## src/rtl/slpwk_pkg.sv

```systemverilog
package slpwk_pkg;

    typedef enum logic [2:0] {
        ST_RUN,
        ST_IDLE,
        ST_DEEP,
        ST_RESTART,
        ST_WAKE
    } slp_state_t;

    // Upper mode bit set selects a sleep that stops the oscillator.
    function automatic logic mode_is_deep(input logic [1:0] mode);
        return mode[1];
    endfunction

endpackage

```

## src/rtl/sw_pin_sense.sv

```systemverilog
module sw_pin_sense #(
    parameter int N_LINES = 8
) (
    input  logic               clk,
    input  logic               rst_n,
    input  logic [N_LINES-1:0] pin_n,
    input  logic [N_LINES-1:0] pin_en,
    input  logic [N_LINES-1:0] sense_edge,
    input  logic               force_level,
    output logic               req_any
);

    logic [N_LINES-1:0] pin_q;
    logic [N_LINES-1:0] req;

    always_ff @(posedge clk or negedge rst_n) begin
        if (!rst_n) begin
            pin_q <= '1;
        end else begin
            pin_q <= pin_n;
        end
    end

    for (genvar g = 0; g < N_LINES; g++) begin : g_line
        logic lvl_hit;
        logic fall_hit;
        assign lvl_hit  = ~pin_n[g];
        assign fall_hit = pin_q[g] & ~pin_n[g];
        assign req[g]   = pin_en[g] &
                          ((force_level | ~sense_edge[g]) ? lvl_hit : fall_hit);
    end

    assign req_any = |req;

    // a forced-level request is only raised by an enabled low pin
    p_level_low_r6: assert property (@(posedge clk) disable iff (!rst_n)
        (force_level && req_any) |-> ((~pin_n & pin_en) != '0));

endmodule

```

## src/rtl/sw_level_qual.sv

```systemverilog
module sw_level_qual #(
    parameter int SYNC_STAGES  = 2,
    parameter int QUAL_SAMPLES = 2
) (
    input  logic clk,
    input  logic rst_n,
    input  logic slow_clk,
    input  logic arm,
    input  logic level_act,
    output logic qualified
);

    localparam int HW = $clog2(QUAL_SAMPLES + 1);

    logic [SYNC_STAGES-1:0] sync_q;
    logic                   slow_prev;
    logic                   tick;
    logic [HW-1:0]          hits;

    always_ff @(posedge clk or negedge rst_n) begin
        if (!rst_n) begin
            sync_q    <= '0;
            slow_prev <= 1'b0;
        end else begin
            sync_q    <= {sync_q[SYNC_STAGES-2:0], slow_clk};
            slow_prev <= sync_q[SYNC_STAGES-1];
        end
    end

    assign tick = sync_q[SYNC_STAGES-1] & ~slow_prev;

    always_ff @(posedge clk or negedge rst_n) begin
        if (!rst_n) begin
            hits <= '0;
        end else if (!arm) begin
            hits <= '0;
        end else if (tick) begin
            if (!level_act) begin
                hits <= '0;
            end else if (hits != HW'(QUAL_SAMPLES)) begin
                hits <= hits + 1'b1;
            end
        end
    end

    assign qualified = (hits == HW'(QUAL_SAMPLES));

    // qualification only completes on a sample that saw the level active
    p_level_seen_r7: assert property (@(posedge clk) disable iff (!rst_n)
        $rose(qualified) |-> $past(level_act) && $past(tick));

    // no qualification without being armed
    p_armed_only_r7: assert property (@(posedge clk) disable iff (!rst_n)
        !arm |=> (hits == '0));

endmodule

```

## src/rtl/sleep_wake_ctrl.sv

```systemverilog
module sleep_wake_ctrl
    import slpwk_pkg::*;
#(
    parameter int N_EXT        = 4,
    parameter int N_FAB        = 4,
    parameter int START_CYC    = 4,
    parameter int SYNC_STAGES  = 2,
    parameter int QUAL_SAMPLES = 2
) (
    input  logic                   clk,
    input  logic                   rst_n,
    input  logic                   sleep_en,
    input  logic [1:0]             mode_sel,
    input  logic                   sleep_exec,
    input  logic [N_EXT-1:0]       ext_irq_n,
    input  logic [N_EXT-1:0]       ext_irq_en,
    input  logic [N_FAB-1:0]       fab_irq_n,
    input  logic [N_FAB-1:0]       fab_irq_en,
    input  logic [N_EXT+N_FAB-1:0] sense_edge,
    input  logic                   timer_irq,
    input  logic                   serial_irq,
    input  logic                   wdt_en,
    input  logic                   wdt_rst,
    input  logic                   ext_rst,
    input  logic                   slow_clk,
    output logic                   cpu_clk_en,
    output logic                   osc_stop,
    output logic                   wake_pulse,
    output logic                   rst_vec_sel
);

    localparam int N_LINES = N_EXT + N_FAB;
    localparam int CW      = $clog2(START_CYC + 1);

    slp_state_t    state, nxt;
    logic [CW-1:0] start_cnt;
    logic          rst_cause;
    logic          cause_set;
    logic          pin_req;
    logic          qualified;
    logic          reset_req;
    logic          in_deep;

    assign in_deep   = (state == ST_DEEP);
    assign reset_req = ext_rst | (wdt_rst & wdt_en);

    sw_pin_sense #(
        .N_LINES (N_LINES)
    ) i_pin_sense (
        .clk         (clk),
        .rst_n       (rst_n),
        .pin_n       ({fab_irq_n, ext_irq_n}),
        .pin_en      ({fab_irq_en, ext_irq_en}),
        .sense_edge  (sense_edge),
        .force_level (in_deep),
        .req_any     (pin_req)
    );

    sw_level_qual #(
        .SYNC_STAGES  (SYNC_STAGES),
        .QUAL_SAMPLES (QUAL_SAMPLES)
    ) i_level_qual (
        .clk       (clk),
        .rst_n     (rst_n),
        .slow_clk  (slow_clk),
        .arm       (in_deep),
        .level_act (pin_req),
        .qualified (qualified)
    );

    // Next-state decision
    always_comb begin
        nxt       = state;
        cause_set = 1'b0;
        unique case (state)
            ST_RUN: begin
                if (sleep_exec && sleep_en) begin
                    nxt = mode_is_deep(mode_sel) ? ST_DEEP : ST_IDLE;
                end
            end
            ST_IDLE: begin
                if (reset_req) begin
                    nxt       = ST_WAKE;
                    cause_set = 1'b1;
                end else if (pin_req || timer_irq || serial_irq) begin
                    nxt = ST_WAKE;
                end
            end
            ST_DEEP: begin
                if (reset_req) begin
                    nxt       = ST_RESTART;
                    cause_set = 1'b1;
                end else if (qualified) begin
                    nxt = ST_RESTART;
                end
            end
            ST_RESTART: begin
                if (start_cnt == CW'(START_CYC - 1)) begin
                    nxt = ST_WAKE;
                end
            end
            ST_WAKE: nxt = ST_RUN;
            default: nxt = ST_RUN;
        endcase
    end

    // State register, start-up counter and wake cause
    always_ff @(posedge clk or negedge rst_n) begin
        if (!rst_n) begin
            state     <= ST_RUN;
            start_cnt <= '0;
            rst_cause <= 1'b0;
        end else begin
            state <= nxt;
            if (state == ST_RESTART) begin
                start_cnt <= start_cnt + 1'b1;
            end else begin
                start_cnt <= '0;
            end
            if (state == ST_WAKE) begin
                rst_cause <= 1'b0;
            end else if (cause_set) begin
                rst_cause <= 1'b1;
            end
        end
    end

    // Outputs
    always_comb begin
        cpu_clk_en  = 1'b0;
        osc_stop    = 1'b0;
        wake_pulse  = 1'b0;
        rst_vec_sel = 1'b0;
        unique case (state)
            ST_RUN:     cpu_clk_en = 1'b1;
            ST_IDLE:    cpu_clk_en = 1'b0;
            ST_DEEP:    osc_stop   = 1'b1;
            ST_RESTART: osc_stop   = 1'b0;
            ST_WAKE: begin
                cpu_clk_en  = 1'b1;
                wake_pulse  = 1'b1;
                rst_vec_sel = rst_cause;
            end
            default:    cpu_clk_en = 1'b1;
        endcase
    end

    // a sleep strobe without the enable bit leaves the clock running
    p_sleep_gated_r2: assert property (@(posedge clk) disable iff (!rst_n)
        (state == ST_RUN && sleep_exec && !sleep_en) |=> cpu_clk_en);

    // entering light sleep keeps the oscillator running
    p_light_osc_r3: assert property (@(posedge clk) disable iff (!rst_n)
        ($fell(cpu_clk_en) && !mode_is_deep($past(mode_sel))) |-> !osc_stop);

    // entering deep sleep stops the oscillator
    p_deep_osc_r5: assert property (@(posedge clk) disable iff (!rst_n)
        ($fell(cpu_clk_en) && mode_is_deep($past(mode_sel))) |-> osc_stop);

    // oscillator restart precedes the strobe, clock still gated
    p_restart_r8: assert property (@(posedge clk) disable iff (!rst_n)
        $fell(osc_stop) |-> (!cpu_clk_en && !wake_pulse));

    // wake strobe is one cycle wide
    p_wake_single_r9: assert property (@(posedge clk) disable iff (!rst_n)
        wake_pulse |=> !wake_pulse);

    // clock runs during the strobe
    p_wake_clk_r9: assert property (@(posedge clk) disable iff (!rst_n)
        wake_pulse |-> cpu_clk_en);

    // vector select only accompanies the strobe
    p_vec_with_wake_r10: assert property (@(posedge clk) disable iff (!rst_n)
        rst_vec_sel |-> wake_pulse);

endmodule

```

## config.mk

```make
export PLATFORM = sky130hd
export DESIGN_NAME = sleep_wake_ctrl
export DESIGN_NICKNAME = d
export VERILOG_FILES = /design/src/rtl/slpwk_pkg.sv /design/src/rtl/sw_pin_sense.sv /design/src/rtl/sw_level_qual.sv /design/src/rtl/sleep_wake_ctrl.sv
export SDC_FILE = /design/constraint.sdc
export NUM_CORES = 1
export LEC_CHECK = 0
export CAP_MARGIN = 10
export CORE_MARGIN = 2
export CORE_UTILIZATION = 41
export DETAILED_ROUTE_END_ITERATION = 10
export PLACE_DENSITY_LB_ADDON = 0.25
export REMOVE_ABC_BUFFERS = 1
export SLEW_MARGIN = 20
export SYNTH_ARGS = -nofsm -noshare
export SYNTH_HDL_FRONTEND = slang
export SYNTH_SLANG_ARGS = --single-unit
```

## constraint.sdc

```tcl
create_clock -name clk -period 2.46 [get_ports clk]
set_input_delay 0.738 -clock clk [delete_from_list [all_inputs] [get_ports clk]]
set_output_delay 0.738 -clock clk [all_outputs]
set_load 0.01 [all_outputs]
```

==> flow_summary_export.csv, run 1 <==
group,metric,value,unit
floorplanning,die_x,52.60,um
global_route,first_global_vias,795,
synth,syn_area,968.4,sq um
power_and_ir_drop,clockPowerShare,17.1,%
critical_path,critPathBufInv,2,
synth,avgSynthCellArea,9.984,sq um
synth,ys_seq_area_share,52.71,%
critical_path,required,1.72,ns
power_and_ir_drop,intPower,0.7198,mW
synth,synth_seq_cells,20,
sta,tightest_slew,0.2495,ns
worst_hold_path,worstHoldStart,"i_level_qual.sync_q[0]",
sta,finClkSkew,0.01062,ns
cells_and_area,fin_area,1461,sq um
critical_path,reg2reg_to,"state[0]",
route,num_vias,854,
route,wl,1951,um
clock_tree,cts_tree,"yes",
floorplanning,ioPinCount,40,
floorplanning,die_h,52.60,um
power_and_ir_drop,power.share.sequential,38.1,%
sta,holdWs,0.3589,ns
critical_path,timing.rr.start,"state[0]",
critical_path,max_stage_delay,0.48,ns
power_and_ir_drop,powerDensity,729.6,nW/um^2
synth,synth_cell_types,31,
clock_tree,cts_htree_levels,1,
global_route,grt_pass1_wl,3146,um
flow_run,drv_cap,0,
critical_path,path_class,"register to output pin",
synth,netlist_instances,97,
floorplanning,rows,17,
placed_design,dpl_cell_area,1399,sq um
cells_and_area,final_cell_mix,"clkdlybuf4s50_1, inv_1, dfrtp_1",
global_route,grt_usage,15.86,%
placed_design,dp_cells,165,
global_route,grt_overflow,0,
sta,tns,0,ns
route,wire_per_inst,11.41,um
critical_path,cp-start-kind,"register",
placed_design,gp_congestion,0.8645,
critical_path,critPathArrivalTime,1.60,ns
floorplanning,core-area,2233,sq um
sta,drv_slew,0,
critical_path,worst_r2r_path_depth,7,
critical_path,critPathSlowestCell,"clkdlybuf4s50_1",
route,postRouteAntennaNets,0,
clock_tree,cts_buffers,3,
synth,ys.flop_type,"dfrtp_1",
placed_design,dpl.hpwl,1558,um
worst_hold_path,min_to,"i_level_qual.sync_q[1]",
cells_and_area,final_cells,171,
route,drt_iter0_drc,7,
placed_design,io_buffers,38,
sta,finalSetupViolCount,0,
critical_path,rrSetupSlack,0.56,ns
clock_tree,cts_buffer_depth,2,
route,drc,0,
worst_hold_path,whs_path_depth,0,
global_route,antenna_found_initial,0,
synth,yosys_warnings,0,
sta,post-route-period-util,94.91,%
floorplanning,fp.dieArea,2767,sq um
critical_path,crit_fanout,12,
clock_tree,cts_hold_buf,0,
worst_hold_path,hold_path.class,"register to register",
critical_path,end_kind,"output pin",
critical_path,worst_path_dominant_cell_family,"buffers and inverters",
cells_and_area,n_antenna_cell,0,
power_and_ir_drop,peakVddDrop,421.6,uV
route,drtPass1Iterations,4,
power_and_ir_drop,power_frac_comb,44.8,%
critical_path,crit_chain,"buf_4 > or2_2 > clkdlybuf4s50_1",
clock_tree,clk_pin_slew_worst_paths,0.11,ns
power_and_ir_drop,p_switching,0.3464,mW
sta,timing.fmax,428.3,MHz
route,viasPerCell,4.994,
clock_tree,ctsRootBufferMaster,"clkbuf_4",
status,outcome,"complete, no violations",
power_and_ir_drop,leakage,0.6984,nW
clock_tree,insertion_delay,0.29,ns
sta,rsz0062_at_grt,"no",
sta,fin_crit,2.335,ns
clock_tree,clkSinkCount,20,
floorplanning,start_util,43.36,%
sta,slew-limit-headroom,83.25,%
synth,synth_edf_count,0,
power_and_ir_drop,switching_share,32.49,%
cells_and_area,areaGrowthSynthToFinish,50.90,%
global_route,grt_max_degree,21,
synth,async_flop_share,100.0,%
cells_and_area,drive_gt1_share,16.08,%
sta,hold_viol_final,0,
cells_and_area,final_nets,183,
cells_and_area,mostFrequentLayoutCell,"clkdlybuf4s50_1",
[kinds of logic (layout without fill, tap and decap cells)]
group           after synthesis  after routing  share of synthesized area [%]
simple gates                 36             36                          21.97
buf+inv                      18             64                          7.752
flops                        20             20                          52.71
compound gates               20             20                          13.70
fa+ha+maj                     3              3                          3.876
[how the worst max path moves through the flow]
| stage | slack [ns] | end | cells past startpoint | startpoint |
|---|---|---|---|---|
| after global routing | 0.006 | cpu_clk_en | 4 | state[0] |
| after global placement | 0.25 | osc_stop | 3 | state[1] |
| after floorplan | 0.59 | osc_stop | 2 | state[2] |
| after detailed placement | 0.25 | osc_stop | 3 | state[1] |
| final | 0.13 | cpu_clk_en | 3 | state[2] |
| after CTS | 0.03 | rst_vec_sel | 4 | state[0] |
[synthesized netlist by cell type (2+ instances only)]
| master | instances | area share, % |
|---|---|---|
| a21oi_1 | 6 | 3.1 |
| a311oi_1 | 4 | 3.6 |
| a31oi_1 | 4 | 2.6 |
| and3_1 | 2 | 1.3 |
| dfrtp_1 | 12 | 31 |
| dfstp_2 | 8 | 22 |
| ha_1 | 3 | 3.9 |
| inv_1 | 16 | 6.2 |
| nand2_1 | 5 | 1.9 |
| nand2b_1 | 2 | 1.3 |
| nand3_1 | 4 | 2.1 |
| nand3b_1 | 4 | 3.1 |
| nor2_1 | 2 | 0.78 |
| nor3_1 | 5 | 2.6 |
| nor4_1 | 2 | 1.3 |
| o21ai_0 | 2 | 1.0 |
| or2_2 | 2 | 1.3 |
[metrics by stage]
| stage | setup slack [ns] | power (mW) | utilization, % |
|---|---|---|---|
| 5_1_grt | 0.006126 | 1.153 | 65.43 |
| 3_3_place_gp | 0.2538 | 0.8533 | 62.63 |
| 4_1_cts | 0.02575 | 1.072 | 64.99 |
| 6_report | 0.1253 | 1.066 | 65.43 |
| 3_5_place_dp | 0.2461 | 0.8629 | 62.63 |
| 2_1_floorplan | 0.5912 | 0.6557 | - |
[routing by layer]
| metal | GRT usage (%) | wire (um) | share of wire [%] |
|---|---|---|---|
| met5 | 0 | 0 | 0 |
| met4 | 6.410 | 15 | 0.77 |
| met3 | 3.429 | 114 | 5.8 |
| met2 | 26.67 | 963 | 49 |
| met1 | 19.60 | 859 | 44 |
[power by group through the flow]
stage          Combinational, mW  Clock, mW  Sequential, mW
2_1_floorplan              0.224          0           0.431
3_3_place_gp               0.438          0           0.416
3_5_place_dp               0.445          0           0.418
4_1_cts                    0.473      0.193           0.406
5_1_grt                    0.531      0.211           0.412
6_report                   0.478      0.182           0.406
[registers in the layout, summed over array words and instances (netlist names)]
| signal | flops |
|---|---|
| start_cnt | 3 |
| state | 3 |
| i_pin_sense.pin_q | 8 |
| rst_cause | 1 |
| i_level_qual.hits | 2 |
| i_level_qual.sync_q | 2 |
| i_level_qual.slow_prev | 1 |
[layout make-up]
type	count	area (sq um)
fillers	200	772.0
well taps	28	35.03
multi-input cells	59	390.4
inverters	16	60.06
flip-flops and latches	20	510.5
clock buffers	4	36.28
repair buffers	44	429.2
[repair_timing]
item,in CTS,in global routing
endpoints found under the setup margin,3,3
resized for setup,2,3
buffers inserted,2,0
pin swaps,0,0
No activity file was read; power rests on OpenSTA's default activity.
==> inputs of run 2 (changes only) <==
--- a/config.mk
+++ b/config.mk
@@ -9,7 +9,7 @@
 export CORE_MARGIN = 2
 export CORE_UTILIZATION = 41
 export DETAILED_ROUTE_END_ITERATION = 10
-export PLACE_DENSITY_LB_ADDON = 0.25
+export PLACE_DENSITY = 0.78
 export REMOVE_ABC_BUFFERS = 1
 export SLEW_MARGIN = 20
 export SYNTH_ARGS = -nofsm -noshare
==> flow_summary_export.csv, run 2 (synthesis gave the netlist of run 1 again) <==
group,metric,value,unit
status,outcome,"complete, no violations",
critical_path,max_stage_delay,0.48,ns
sta,slew-limit-headroom,80.66,%
clock_tree,cts_hold_buf,0,
sta,finalSetupViolCount,0,
sta,holdWs,0.3585,ns
route,num_vias,869,
route,viasPerCell,5.082,
clock_tree,clkSinkCount,20,
clock_tree,cts_htree_levels,1,
clock_tree,cts_tree,"yes",
global_route,grt_usage,18.48,%
route,drtPass1Iterations,5,
critical_path,end_kind,"output pin",
floorplanning,ioPinCount,40,
cells_and_area,fill_cells,190,
placed_design,dpl_cell_area,1399,sq um
sta,rsz0062_at_grt,"no",
cells_and_area,drive_gt1_share,16.78,%
critical_path,required,1.72,ns
critical_path,crit_chain,"buf_4 > or2_2 > clkdlybuf4s50_1",
floorplanning,die_x,52.60,um
sta,post-route-period-util,96.07,%
cells_and_area,final_cell_mix,"clkdlybuf4s50_1, inv_1, dfrtp_1",
global_route,grt_max_degree,21,
power_and_ir_drop,leakage,0.7034,nW
clock_tree,ctsRootBufferMaster,"clkbuf_4",
power_and_ir_drop,peakVddDrop,643.6,uV
sta,tns,0,ns
cells_and_area,final_cells,171,
cells_and_area,multi_input_area,390.4,sq um
flow_run,drv_cap,0,
route,wire_per_inst,12.91,um
critical_path,critPathSlowestCell,"clkdlybuf4s50_1",
critical_path,critPathArrivalTime,1.63,ns
clock_tree,clk_pin_slew_worst_paths,0.11,ns
route,drt_iter0_drc,17,
placed_design,dp_cells,165,
clock_tree,cts_buffer_depth,2,
cells_and_area,mostFrequentLayoutCell,"clkdlybuf4s50_1",
cells_and_area,largest-register,"i_pin_sense.pin_q",
worst_hold_path,hold_path.class,"register to register",
placed_design,dpl.hpwl,1755,um
cells_and_area,fin_area,1478,sq um
critical_path,crit_fanout,12,
cells_and_area,reg.largest.list,"i_pin_sense.pin_q (8), start_cnt (3), state (3)",
sta,hold_viol_final,0,
cells_and_area,areaGrowthSynthToFinish,52.58,%
cells_and_area,final_nets,183,
floorplanning,die_h,52.60,um
global_route,first_global_vias,903,
clock_tree,cts_buffers,3,
route,postRouteAntennaNets,0,
placed_design,io_buffers,38,
critical_path,path_class,"register to output pin",
route,drc,0,
clock_tree,insertion_delay,0.30,ns
global_route,grt_overflow,0,
sta,timing.fmax,423.1,MHz
floorplanning,rows,17,
sta,finClkSkew,0.002874,ns
placed_design,gp_congestion,0.8121,
cells_and_area,n_antenna_cell,0,
floorplanning,start_util,43.36,%
floorplanning,core-area,2233,sq um
sta,fin_crit,2.363,ns
power_and_ir_drop,powerDensity,786.4,nW/um^2
floorplanning,fp.dieArea,2767,sq um
critical_path,cp-start-kind,"register",
sta,tightest_slew,0.2874,ns
cells_and_area,largest_reg_flops,8,
global_route,grt_pass1_wl,3663,um
cells_and_area,regArea,510.5,sq um
sta,drv_slew,0,
route,wl,2207,um
global_route,antenna_found_initial,0,
[run 2: cell count changes in the layout (fill, tap and decap cells not counted)]
cell,before,now
bufinv_16,0,1
clkbuf_8,1,0
inv_1,16,15
inv_2,0,1
[run 2: timing repair]
action / in CTS / in global routing
setup endpoints to repair: 4 / 2
gates resized for setup: 4 / 2
gates cloned: 0 / 0
setup buffers: 2 / 0
[run 2: critical path, delay by kind of cell, from the launching register on]
| kind | cells | cell delay [ns] |
|---|---|---|
| AND/OR/NAND/NOR | 1 | 0.29 |
| buffers and inverters | 2 | 0.65 |
| flip-flops | 1 | 0.39 |
[run 2: metal layers]
layer / part of all wire (%) / global-route usage (%)
met1: 40 / 20.55
met2: 56 / 34.58
met3: 3.8 / 5.143
met4: 0.41 / 3.846
met5: 0 / 0
[run 2: report_power, final]
part / switching, mW / total (mW) / internal [mW] / leakage, nW
combinational: 0.242 / 0.490 / 0.248 / 0.438
sequential: 0.0237 / 0.406 / 0.383 / 0.238
clock: 0.101 / 0.265 / 0.165 / 0.0279
[run 2: layout make-up]
| cell class | count | area share [%] |
|---|---|---|
| multi-input cells | 59 | 26.42 |
| well taps | 28 | 2.371 |
| inverters | 16 | 4.064 |
| repair buffers | 44 | 29.04 |
| flip-flops and latches | 20 | 34.55 |
| clock buffers | 3 | 1.524 |
| clock inverters | 1 | 2.032 |
[run 2: metrics by stage]
step	utilization, %	total power, mW	setup slack, ns
6_report	66.16	1.162	0.09664
5_1_grt	66.16	1.233	0.02740
4_1_cts	65.94	1.168	0.03507
3_5_place_dp	62.63	0.8674	0.2248
3_3_place_gp	62.63	0.8536	0.2302
2_1_floorplan	-	0.6557	0.5912
[run 2: worst paths after layout]
check | from | endpoint | cells after the start | slack [ns]
min in group asynchronous | rst_n | i_level_qual.hits[1] | 2 | 0.76
hold / removal | i_level_qual.sync_q[0] | i_level_qual.sync_q[1] | 0 | 0.36
hold reg to reg | i_level_qual.sync_q[0] | i_level_qual.sync_q[1] | 0 | 0.36
setup / recovery | state[2] | cpu_clk_en | 3 | 0.1
max in group asynchronous | rst_n | i_pin_sense.pin_q[3] | 2 | 1.44
setup reg to reg | state[0] | state[0] | 7 | 0.53
